File: src/rtl/ipc_pkg.sv
package ipc_pkg;
  typedef enum logic [1:0] {
    CFG_DUR = 2'd0,
    CFG_PAT = 2'd1,
    CFG_CNT = 2'd2,
    CFG_ACC = 2'd3
  } cfg_kind_t;
endpackage

File: src/rtl/ipc_tick_gen.sv
module ipc_tick_gen #(
  parameter int PRESCALE = 4
) (
  input  logic clk,
  input  logic rst_n,
  output logic tick_o
);
  localparam int SW = (PRESCALE > 1) ? $clog2(PRESCALE) : 1;
  logic [SW-1:0] cnt_q;

  assign tick_o = (cnt_q == SW'(PRESCALE - 1));

  always_ff @(posedge clk) begin
    if (!rst_n)      cnt_q <= '0;
    else if (tick_o) cnt_q <= '0;
    else             cnt_q <= cnt_q + SW'(1);
  end
endmodule

File: src/rtl/ipc_edge_det.sv
module ipc_edge_det #(
  parameter int N = 2
) (
  input  logic         clk,
  input  logic         rst_n,
  input  logic [N-1:0] lvl_i,
  output logic [N-1:0] rise_o
);
  logic [N-1:0] prev_q;

  for (genvar g = 0; g < N; g++) begin : g_rise
    assign rise_o[g] = lvl_i[g] & ~prev_q[g];
  end

  always_ff @(posedge clk) begin
    if (!rst_n) prev_q <= '0;
    else        prev_q <= lvl_i;
  end
endmodule

File: src/rtl/ipc_cfg_store.sv
module ipc_cfg_store
  import ipc_pkg::*;
#(
  parameter int NPROG = 4,
  parameter int NINT  = 8,
  parameter int TW    = 16,
  parameter int OW    = 8
) (
  input  logic          clk,
  input  logic          rst_n,
  input  logic          we_i,
  input  logic [1:0]    kind_i,
  input  logic [((NPROG > 1) ? $clog2(NPROG) : 1)-1:0] wprog_i,
  input  logic [((NINT > 1) ? $clog2(NINT) : 1)-1:0]   widx_i,
  input  logic [TW-1:0] wdata_i,
  input  logic [((NPROG > 1) ? $clog2(NPROG) : 1)-1:0] cur_prog_i,
  input  logic [((NINT > 1) ? $clog2(NINT) : 1)-1:0]   cur_ivl_i,
  input  logic [((NINT > 1) ? $clog2(NINT) : 1)-1:0]   nxt_ivl_i,
  input  logic [((NPROG > 1) ? $clog2(NPROG) : 1)-1:0] first_prog_i,
  output logic [TW-1:0] dur_cur_o,
  output logic [OW-1:0] pat_nxt_o,
  output logic [OW-1:0] pat_first_o,
  output logic [$clog2(NINT+1)-1:0] cnt_cur_o,
  output logic [$clog2(NINT+1)-1:0] cnt_first_o,
  output logic [TW-1:0] accel_o,
  output logic          chg_o
);
  localparam int CW = $clog2(NINT + 1);

  logic [TW-1:0] dur_mem [NPROG][NINT];
  logic [OW-1:0] pat_mem [NPROG][NINT];
  logic [CW-1:0] cnt_mem [NPROG];
  logic [TW-1:0] acc_q;

  always_ff @(posedge clk) begin
    if (we_i && (int'(wprog_i) < NPROG) && (int'(widx_i) < NINT)) begin
      case (cfg_kind_t'(kind_i))
        CFG_DUR: dur_mem[wprog_i][widx_i] <= wdata_i;
        CFG_PAT: pat_mem[wprog_i][widx_i] <= wdata_i[OW-1:0];
        CFG_CNT: cnt_mem[wprog_i] <= (wdata_i > TW'(NINT)) ? CW'(NINT) : CW'(wdata_i);
        default: acc_q <= wdata_i;
      endcase
    end
  end

  always_ff @(posedge clk) begin
    if (!rst_n) chg_o <= 1'b0;
    else        chg_o <= we_i;
  end

  assign dur_cur_o   = dur_mem[cur_prog_i][cur_ivl_i];
  assign pat_nxt_o   = pat_mem[cur_prog_i][nxt_ivl_i];
  assign pat_first_o = pat_mem[first_prog_i][0];
  assign cnt_cur_o   = cnt_mem[cur_prog_i];
  assign cnt_first_o = cnt_mem[first_prog_i];
  assign accel_o     = (acc_q == '0) ? TW'(1) : acc_q;
endmodule

File: src/rtl/ipc_program_clock.sv
module ipc_program_clock
  import ipc_pkg::*;
#(
  parameter int NPROG    = 4,
  parameter int NINT     = 8,
  parameter int TW       = 16,
  parameter int OW       = 8,
  parameter int PRESCALE = 4
) (
  input  logic          clk,
  input  logic          rst_n,
  input  logic          retain_i,
  input  logic          start_i,
  input  logic          stop_i,
  input  logic          clr_i,
  input  logic          fast_i,
  input  logic [NPROG-1:0] sel_i,
  input  logic          cfg_we_i,
  input  logic [1:0]    cfg_kind_i,
  input  logic [((NPROG > 1) ? $clog2(NPROG) : 1)-1:0] cfg_prog_i,
  input  logic [((NINT > 1) ? $clog2(NINT) : 1)-1:0]   cfg_idx_i,
  input  logic [TW-1:0] cfg_wdata_i,
  output logic [((NINT > 1) ? $clog2(NINT) : 1)-1:0]   ivl_o,
  output logic [TW-1:0] elapsed_o,
  output logic [OW-1:0] pattern_o,
  output logic          halted_o,
  output logic          blink_o
);
  localparam int PW = (NPROG > 1) ? $clog2(NPROG) : 1;
  localparam int IW = (NINT > 1) ? $clog2(NINT) : 1;
  localparam int CW = $clog2(NINT + 1);

  logic [IW-1:0] ivl_q, ivl_nxt;
  logic [TW-1:0] time_q;
  logic [OW-1:0] pat_q;
  logic [PW-1:0] prog_q, sel_idx, first_prog;
  logic          run_q, origin_q, hold_q;
  logic          tick, cfg_chg, sel_ok, last_ivl;
  logic [1:0]    rises;
  logic          st_edge, clr_edge;
  logic [TW-1:0] dur_cur, accel, inc;
  logic [TW:0]   sum;
  logic [OW-1:0] pat_nxt, pat_first;
  logic [CW-1:0] cnt_cur, cnt_first;

  ipc_tick_gen #(.PRESCALE(PRESCALE)) u_tick (
    .clk(clk), .rst_n(rst_n), .tick_o(tick)
  );

  ipc_edge_det #(.N(2)) u_edges (
    .clk(clk), .rst_n(rst_n), .lvl_i({clr_i, start_i}), .rise_o(rises)
  );
  assign st_edge  = rises[0];
  assign clr_edge = rises[1];

  ipc_cfg_store #(.NPROG(NPROG), .NINT(NINT), .TW(TW), .OW(OW)) u_cfg (
    .clk(clk), .rst_n(rst_n), .we_i(cfg_we_i), .kind_i(cfg_kind_i),
    .wprog_i(cfg_prog_i), .widx_i(cfg_idx_i), .wdata_i(cfg_wdata_i),
    .cur_prog_i(prog_q), .cur_ivl_i(ivl_q), .nxt_ivl_i(ivl_nxt),
    .first_prog_i(first_prog), .dur_cur_o(dur_cur), .pat_nxt_o(pat_nxt),
    .pat_first_o(pat_first), .cnt_cur_o(cnt_cur), .cnt_first_o(cnt_first),
    .accel_o(accel), .chg_o(cfg_chg)
  );

  always_comb begin
    sel_ok  = $onehot(sel_i);
    sel_idx = '0;
    for (int k = 0; k < NPROG; k++) begin
      if (sel_i[k]) sel_idx = PW'(k);
    end
    first_prog = sel_ok ? sel_idx : '0;
    ivl_nxt    = (int'(ivl_q) == NINT - 1) ? '0 : ivl_q + IW'(1);
    last_ivl   = (CW'(ivl_q) + CW'(1)) >= cnt_cur;
    inc        = fast_i ? accel : TW'(1);
    sum        = {1'b0, time_q} + {1'b0, inc};
  end

  always_ff @(posedge clk) begin
    if (!rst_n) begin
      if (!retain_i) begin
        ivl_q    <= '0;
        time_q   <= '0;
        pat_q    <= '0;
        prog_q   <= '0;
        run_q    <= 1'b0;
        origin_q <= 1'b1;
        hold_q   <= 1'b1;
      end
    end else if (cfg_chg || clr_edge) begin
      ivl_q    <= '0;
      time_q   <= '0;
      pat_q    <= pat_first;
      prog_q   <= first_prog;
      run_q    <= 1'b0;
      origin_q <= 1'b1;
      hold_q   <= 1'b1;
    end else if (stop_i) begin
      run_q <= 1'b0;
    end else if (st_edge && !run_q && sel_ok && (cnt_first != '0)) begin
      run_q    <= 1'b1;
      origin_q <= 1'b0;
      hold_q   <= 1'b0;
      if (origin_q) begin
        ivl_q  <= '0;
        time_q <= '0;
        pat_q  <= pat_first;
        prog_q <= first_prog;
      end
    end else if (run_q && tick) begin
      if (sum >= {1'b0, dur_cur}) begin
        if (!last_ivl) begin
          ivl_q  <= ivl_nxt;
          time_q <= '0;
          pat_q  <= pat_nxt;
        end else begin
          run_q    <= 1'b0;
          origin_q <= 1'b1;
          time_q   <= dur_cur;
        end
      end else begin
        time_q <= sum[TW-1:0];
      end
    end
  end

  assign ivl_o     = ivl_q;
  assign elapsed_o = time_q;
  assign pattern_o = pat_q;
  assign halted_o  = !run_q || stop_i;
  assign blink_o   = stop_i || hold_q;

  assert_stop_freeze_R6: assert property (@(posedge clk) disable iff (!rst_n)
    (stop_i && !clr_edge && !cfg_chg) |=> ($stable(time_q) && $stable(ivl_q) && $stable(pat_q) && !run_q));

  assert_clear_origin_R7: assert property (@(posedge clk) disable iff (!rst_n)
    clr_edge |=> (ivl_q == '0 && time_q == '0 && !run_q && blink_o));

  assert_refuse_start_R5: assert property (@(posedge clk) disable iff (!rst_n)
    (st_edge && !$onehot(sel_i) && !run_q) |=> !run_q);

  assert_ivl_range_R10: assert property (@(posedge clk) disable iff (!rst_n)
    (run_q && !cfg_chg) |-> (CW'(ivl_q) < cnt_cur));

  assert_finish_halt_R11: assert property (@(posedge clk) disable iff (!rst_n)
    (run_q && tick && !stop_i && !clr_edge && !cfg_chg && last_ivl && sum >= {1'b0, dur_cur})
      |=> (!run_q && !blink_o));
endmodule

File: config.mk
export PLATFORM = sky130hd
export DESIGN_NAME = ipc_program_clock
export DESIGN_NICKNAME = d
export VERILOG_FILES = /design/src/rtl/ipc_pkg.sv /design/src/rtl/ipc_tick_gen.sv /design/src/rtl/ipc_edge_det.sv /design/src/rtl/ipc_cfg_store.sv /design/src/rtl/ipc_program_clock.sv
export SDC_FILE = /design/constraint.sdc
export NUM_CORES = 1
export LEC_CHECK = 0
export ABC_AREA = 1
export BUFFER_PORTS_ARGS = -buffer_cell sky130_fd_sc_hd__buf_2
export CAP_MARGIN = 20
export CORE_UTILIZATION = 30
export CTS_CLUSTER_SIZE = 28
export DETAILED_ROUTE_END_ITERATION = 6
export PLACE_DENSITY = 0.41
export SLEW_MARGIN = 10
export SYNTH_ARGS = -nofsm -noshare
export SYNTH_HDL_FRONTEND = slang
export SYNTH_SLANG_ARGS = --single-unit
File: constraint.sdc
create_clock -name clk -period 8.7 [get_ports clk]
set_input_delay 0.87 -clock clk [delete_from_list [all_inputs] [get_ports clk]]
set_output_delay 0.87 -clock clk [all_outputs]
set_load 0.01 [all_outputs]
==> results of run 1 <==
-- metal layers --
| metal | routed length [um] | GRT usage | vias to the layer above |
|---|---|---|---|
| met5 | 0 | 0 | - |
| met4 | 3090 | 0.0550 | 0 |
| met3 | 4440 | 0.0219 | 158 |
| met2 | 52200 | 0.297 | 547 |
| met1 | 50900 | 0.252 | 11779 |
| li1 | - | - | 10982 |
-- layout make-up --
type	count	area, um^2
clock inverter	62	556
timing repair buffer	138	965
multi-input combinational	1880	9170
inverter	128	489
antenna	2	5.00
clock buffer	117	2520
fill	11675	77500
tap	1536	1920
sequential	839	25100
-- state kept, by name, indices dropped and copies added, names as in the netlist, 3 cells and up, named ones only --
name and count:
u_cfg.dur_mem 512, u_cfg.pat_mem 256, elapsed_o 16, u_cfg.acc_q 16
u_cfg.cnt_mem 16, pattern_o 8, ivl_o 3
-- power breakdown --
group          leakage [uW]  switching (uW)  total (uW)  internal (uW)
logic               0.00491            1550        2140            582
clock network       0.00151            1680        3980           2300
registers           0.00756            63.9        4590           4520
-- worst max-delay path, cell delays in order (launching register included) --
cell and delay (ps):
dfxtp_4 680, buf_4 690, buf_4 700, o21ai_0 210, o211ai_1 320, nand3_1 150, nand4_1 220, nand2_1 130
ha_1 290, nand2_1 70, nor2_1 90, nand2_1 60, nand3_1 70, nand2_1 50, nand2_1 60, nand2_1 50
nand2_1 70, nand2_1 50, nand2_1 60, nand2_1 470, nand3_1 280, nand2_1 130, inv_1 340
-- how the worst max path moves through the flow --
stage / to / slack (ps) / cells after the start
2_1_floorplan: elapsed_o[6] / 4390 / 25
3_3_place_gp: pattern_o[1] / 2970 / 22
3_5_place_dp: pattern_o[4] / 2940 / 22
4_1_cts: pattern_o[5] / 2930 / 22
5_1_grt: pattern_o[4] / 2460 / 22
6_report: pattern_o[5] / 2940 / 22
-- cells by family after synthesis --
kind of cell	synth area share
AOI/OAI and AO/OA	0.106
xor gates and xnor gates	0.00318
adders and majority gates	0.0155
buffers and inverters	0.0434
DFF	0.702
and+or+nand+nor	0.130
-- cells in the final DEF (no fill, tap or decap), types with 41 or more instances in the layout --
master	synthesis	layout
a21oi_1	69	69
buf_2	68	63
buf_4	17	65
clkbuf_16	0	98
edfxtp_1	832	832
ha_1	41	41
inv_1	116	116
nand2_1	310	310
nand3_1	132	132
nor2_1	652	636
o211ai_1	119	119
o21ai_0	371	371
o21ai_1	46	46
-- per-stage QoR --
step	util	power, uW	hold slack, ps	cells	setup slack (ps)
floorplan	-	5990	408	3022	4390
detailed placement	0.318	6830	438	4518	2940
finish	0.345	10700	392	4702	2940
global placement	0.317	6830	421	4512	2970
global route	0.345	11200	383	4700	2460
CTS	0.344	10800	346	4697	2930
==> reports/results.txt, run 1 <==
The tools report the number of buffers added for setup after CTS as 0. Max-cap violations in this run came to 0. Among all flip-flop cells after synthesis, the most frequent one is edfxtp_1. For the number of failing hold endpoints at the final stage, the log shows 0. The logs give 96 for the total CTS buffers and 680 ps for the latest clock arrival within the worst-skew pair. Setup violations remaining at the end of the flow were counted as 0.

Once the clock tree was built, the resizer swapped 0 gates to a different size. The post-cts hold buffer count is 0. The worst hold path passes through 3 cells. For the leakage power, the log shows 0.0140 uW. The logs give 40,800 um^2 for the post-layout instance area and 174 MHz for the highest clock rate. The layout overhead on the synthesized area was 13.9%. The launching element type of the critical path was a register.

The maximum clock skew at final layout was 30.9 ps; the number of warnings issued by yosys was 0. By area the synthesized netlist is led by edfxtp_1, nor2_1, o21ai_0, nand2_1, o211ai_1. TritonCTS built the clock tree. In this run the count of I/O pins placed on the die edge is 64. The total DRC errors in the routed layout came out at 0.

Synthesis produced 3,022 cells. For the pin with the worst max-slew slack, the measured transition is 1130 ps. Measured along the x axis, the die boundary spans 347 um. The worst setup path is captured at a register. For the worst reg-to-reg setup slack, the log shows 2940 ps. The most common cell in the synthesized netlist is edfxtp_1. The sink count of the clock tree is 839. Setup repair after global routing left no endpoint under its margin. After synthesis, the most frequently instantiated cells are edfxtp_1, nor2_1, o21ai_0, nand2_1, nand3_1. The critical path in this run is classified as register to register.

The core region is 118,000 um^2. Synthesis produced a netlist with a net count of 3,100. For the number of antenna violations at the first check in global routing, the log shows 3.

The cell sitting at the root of the clock tree is a clkbuf_16. The tools report the launch instance of the worst min-delay path as clr_i. Measured along the y axis, the die boundary spans 347 um. The path with the worst hold slack has its endpoint at u_edges.prev_q[1].

The tools report the starting density of the core as 0.303. No sink is reached through more buffers than the 3 on the longest clock path. The routed wirelength normalized by instance count works out to 23.5 um. The required time at the endpoint of the critical path is 9030 ps. The first-pass GRT wire length was 161 mm. The net count reported at finish is 3,161, and the arrival time at the worst endpoint is 6080 ps. The number of cells on the worst reg-to-reg path is 22. The run finished with clean final reports.

Along the worst path, the maximum fanout reaches 67. The number of storage elements in the synthesis netlist is 839, and the area of the mapped netlist is 35,800 um^2. For the post-synthesis sequential area ratio, the log shows 0.702.

The area enclosed by the die boundary is 121,000 um^2, and the sum of routed wire length over all layers is 111 mm. The post-detailed-placement half-perimeter wirelength came out at 65.0 mm. Area share of the leading cell type in the synthesized netlist: 0.698.

The average instance in the mapped netlist occupies 11.8 um^2. The worst-case IR drop observed on VDD is 135 uV. Cell type with the highest aggregate area in the netlist: edfxtp_1. Counting flops with a built-in enable in the synthesized netlist gives 832. In this run the power density over the cells is 263 nW/um^2. Endpoint of the worst-slack reg-to-reg timing path: pattern_o[5]. For the max-slew violation count, the log shows 0.

Summed over all failing endpoints, the final setup total negative slack is 0 ps. The type of the most critical hold path is primary input to register. Fraction of registers with async set or reset after synthesis: 0.

Input and output buffers added on the ports amount to 63. The run gives 23,466 as the via count. The fraction of layout cells with a size suffix above 1 is 0.101.

The final period demand of the worst path is 5760 ps. The maximum level of the CTS H-tree was 3; the site row count was 126. In this run the cell area measured after placement is 37,600 um^2.

The tools report the via count of the first global-routing pass as 23,281. The worst slew margin relative to its limit was 0.247; the clock-pin slew on the worst setup and hold paths was 60 ps. Routability-driven placement finished with a final weighted congestion of 0.870. Using the TritonRoute via totals, the vias-per-cell ratio works out to 4.99. The overall routing resource usage was 0.182. In this run the remaining antenna-violating nets after routing total 0. Entering global routing, the biggest net connects 175 pins. For this block, the initial DRC count from the detailed router was 1,945. The final cycle utilization of the critical path works out to 0.662.

The iteration count of the initial detailed-routing pass was 5; the post-synthesis cell type count was 45. After global routing the overflow that remains totals 0.
No activity file was read; power rests on OpenSTA's default activity.
==> run 2: changes to the inputs <==
PLACE_DENSITY = 0.43   (was 0.41)
clock period = 4.6 ns   (was 8.7 ns; I/O delays follow)
==> run 2 against run 1 <==
Net effect:
- first-iteration DRC count up 22%
- flip-flop and latch count unchanged
- via count up 1.6%
- hold slack worse by 260 ps
- highest routed layer is now met5
- clock power up 89%
- non-clock buffer count up 48
- final area up 1.0%
- critical endpoint is now pattern_o[1]
==> reports/results.txt, run 2 (same netlist as run 1, synthesis figures left out) <==
STA classifies the critical path endpoint as a register. In this run the clock root is driven by a clkbuf_16. For the via count of the first global-routing pass, the log shows 23,165 (-0.50%). The y dimension of the die came out at 347 um (unchanged). The logs give 7 (+4) for the number of antenna violations at the first check in global routing and 0 (unchanged) for the total DRC errors in the routed layout. The pin count of the biggest net entering global routing is 89 (-49%). The run gives 0 (unchanged) as the leftover overflow at the end of global routing.

The total power came out at 20,500 uW (+91%). Among the stages of the critical path, the cell type that occurs most often is nand2_1. The final cycle utilization of the critical path was 0.929 (+0.267); the cell area after placement was 38,000 um^2 (+1.1%). The flip-flop count of the largest register, all copies and words added came out at 512 (unchanged). The stage delay of the slowest cell on the critical path came out at 520 ps (-180 ps).

The flow ran to the end, and the final reports show no timing, DRC or antenna violations. The maximum resistive drop on vdd is 306 uV (+130%), and the largest driver fanout on the critical path is 11 (-84%). In the layout the commonest cells are edfxtp_1, nor2_1, o21ai_0, nand2_1, nand3_1. The slew of the pin with the lowest slew margin came out at 1060 ps (-70.4 ps). Top cell family by delay on the critical path: simple AND/OR/NAND/NOR gates.

The highest clock rate was 234 MHz (+35%); the clock-pin slew on the worst setup and hold paths was 60 ps (about the same). The worst register-to-register path begins at u_cfg.acc_q[12]. Critical path start-end classification: register to register. The number of port buffers came out at 63 (unchanged). The number of vias per cell after detailed routing was 5.03 (+0.85%). The antenna diode instance count came out at 0 (-2). The site row count is 126 (unchanged). The via count came out at 23,837 (+1.6%). The setup-violating endpoint count in the final report was 0 (unchanged); the depth of the most critical reg-to-reg path was 27 (+23%). The logs give 680 ps (about the same) for the latest clock arrival within the worst-skew pair and 0.348 (+0.00360) for the final core area utilization. The sink count of the clock tree was 839 (unchanged); the number of top-level design ports was 64 (unchanged). The routed wirelength normalized by instance count was 23.7 um (+0.84%); the maximum clock skew at final layout was 36.5 ps (+5.54 ps). TritonCTS built the clock tree. Total CTS buffers: 93 (-3.1%). Required time at the endpoint of the critical path: 5040 ps (-3990 ps). The net count reported at finish is 3,206 (+1.4%), and the sum of routed wire length over all layers is 112 mm (+1.6%). The number of buffers and inverters on the critical path is 4 (+1). The area enclosed by the die boundary came out at 121,000 um^2 (unchanged).

The worst hold endpoint was u_cfg.chg_o. The worst hold path depth is 3 (unchanged). The maximum level of the CTS H-tree came out at 3 (unchanged). The number of failing hold endpoints at the final stage is 0 (unchanged), and the leakage power is 0.0142 uW (+1.7%). The final period demand of the worst path is 4270 ps (-1480 ps), and the iteration count of the initial detailed-routing pass is 5 (unchanged). The detailed router's first-iteration violation count was 2,369 (+22%).

The tools report the overall routing resource usage as 0.184 (+0.00186). The total power density per cell area works out to 497 nW/um^2 (+89%). For the post-detailed-placement half-perimeter wirelength, the log shows 69.8 mm (+7.4%). From synthesis to final layout, the design area changed by 15.1%.

The maximum root-to-sink buffer count came out at 3 (unchanged). The core area came out at 118,000 um^2 (unchanged). The register with the most flip-flops in the final layout is u_cfg.dur_mem.

For this design, the slowest cell found on the critical path is or4_1. The largest registers in the layout are u_cfg.dur_mem: 512 flops, u_cfg.pat_mem: 256 flops. Launch instance of the worst min-delay path: cfg_we_i. Fraction of layout cells with a size suffix above 1: 0.109 (+0.00730). The remaining number of nets flagged by the antenna check after routing is 0 (unchanged), and the max-slew violation count is 0 (unchanged). The run gives 0 (unchanged) as the count of maximum capacitance violations.

For the worst slew margin relative to its limit, the log shows 0.293 (+0.0452). The worst reg-to-reg setup slack came out at 330 ps (-2620 ps). The post-layout instance area was 41,200 um^2 (+1.0%). The tools report the final estimated routing congestion in global placement as 0.818 (-5.9%). The tools report the arrival time at the worst endpoint as 4710 ps (-1370 ps). The tools report the endpoint of the worst-slack reg-to-reg timing path as pattern_o[1].

Leaving out fill and tap cells, the most frequent cell in the layout is edfxtp_1. The worst hold path belongs to the class primary input to register. The first-pass GRT wire length was 163 mm (+0.88%); the starting density of the core was 0.303 (unchanged). STA classifies the critical path startpoint as a register.

The width of the die was 347 um (unchanged).
[run 2: per-stage QoR]
step / instances / hold WS [ps] / setup WS [ps] / setup TNS [ps]
after floorplan: 3022 / 408 / 701 / 0
after global placement: 4566 / 420 / 114 / 0
after detailed placement: 4566 / 438 / 75.4 / 0
after CTS: 4735 / 95.0 / 59.2 / 0
after global routing: 4736 / 111 / -0.850 / -0.850
final: 4736 / 133 / 329 / 0
[run 2: worst min-delay path: stages]
cell     delay, ps
buf_2          140
nand2_1        110
inv_1           70
[run 2: cell type report]
class	count	area [um^2]
Clock buffer	118	2530
Timing Repair Buffer	186	1420
Clock inverter	49	533
Inverter	128	492
Multi-Input combinational cell	1880	9160
Tap cell	1536	1920
Sequential cell	839	25100
Fill cell	11605	77100
[run 2: metal layers]
| metal | global-route usage | wire length (um) |
|---|---|---|
| met5 | 0 | 27 |
| met4 | 0.0423 | 2030 |
| met3 | 0.0261 | 5900 |
| met2 | 0.296 | 52500 |
| met1 | 0.260 | 52000 |
[run 2: how the worst max path moves through the flow]
stage | to | depth (start not counted) | start | slack [ps]
after floorplan | elapsed_o[6] | 25 | fast_i | 700
after detailed placement | pattern_o[7] | 26 | u_cfg.acc_q[12] | 80
after global placement | pattern_o[2] | 22 | u_cfg.acc_q[13] | 110
final | pattern_o[1] | 27 | u_cfg.acc_q[12] | 330
after global routing | elapsed_o[15] | 23 | u_cfg.acc_q[13] | -0.8
after CTS | pattern_o[1] | 26 | u_cfg.acc_q[12] | 60
[run 2: power by group]
part	leakage [uW]	internal, uW	switching (uW)	total (uW)
registers	0.00756	8550	96.2	8650
clock network	0.00148	4480	3050	7540
logic	0.00517	1240	3040	4280
[run 2: timing repair]
item                                    in CTS  in global routing
endpoints found under the setup margin       0                 22
hold endpoints to repair                     2                  0
setup buffers                                0                  1
hold buffers                                 2                  0
resized for setup                            0                  8
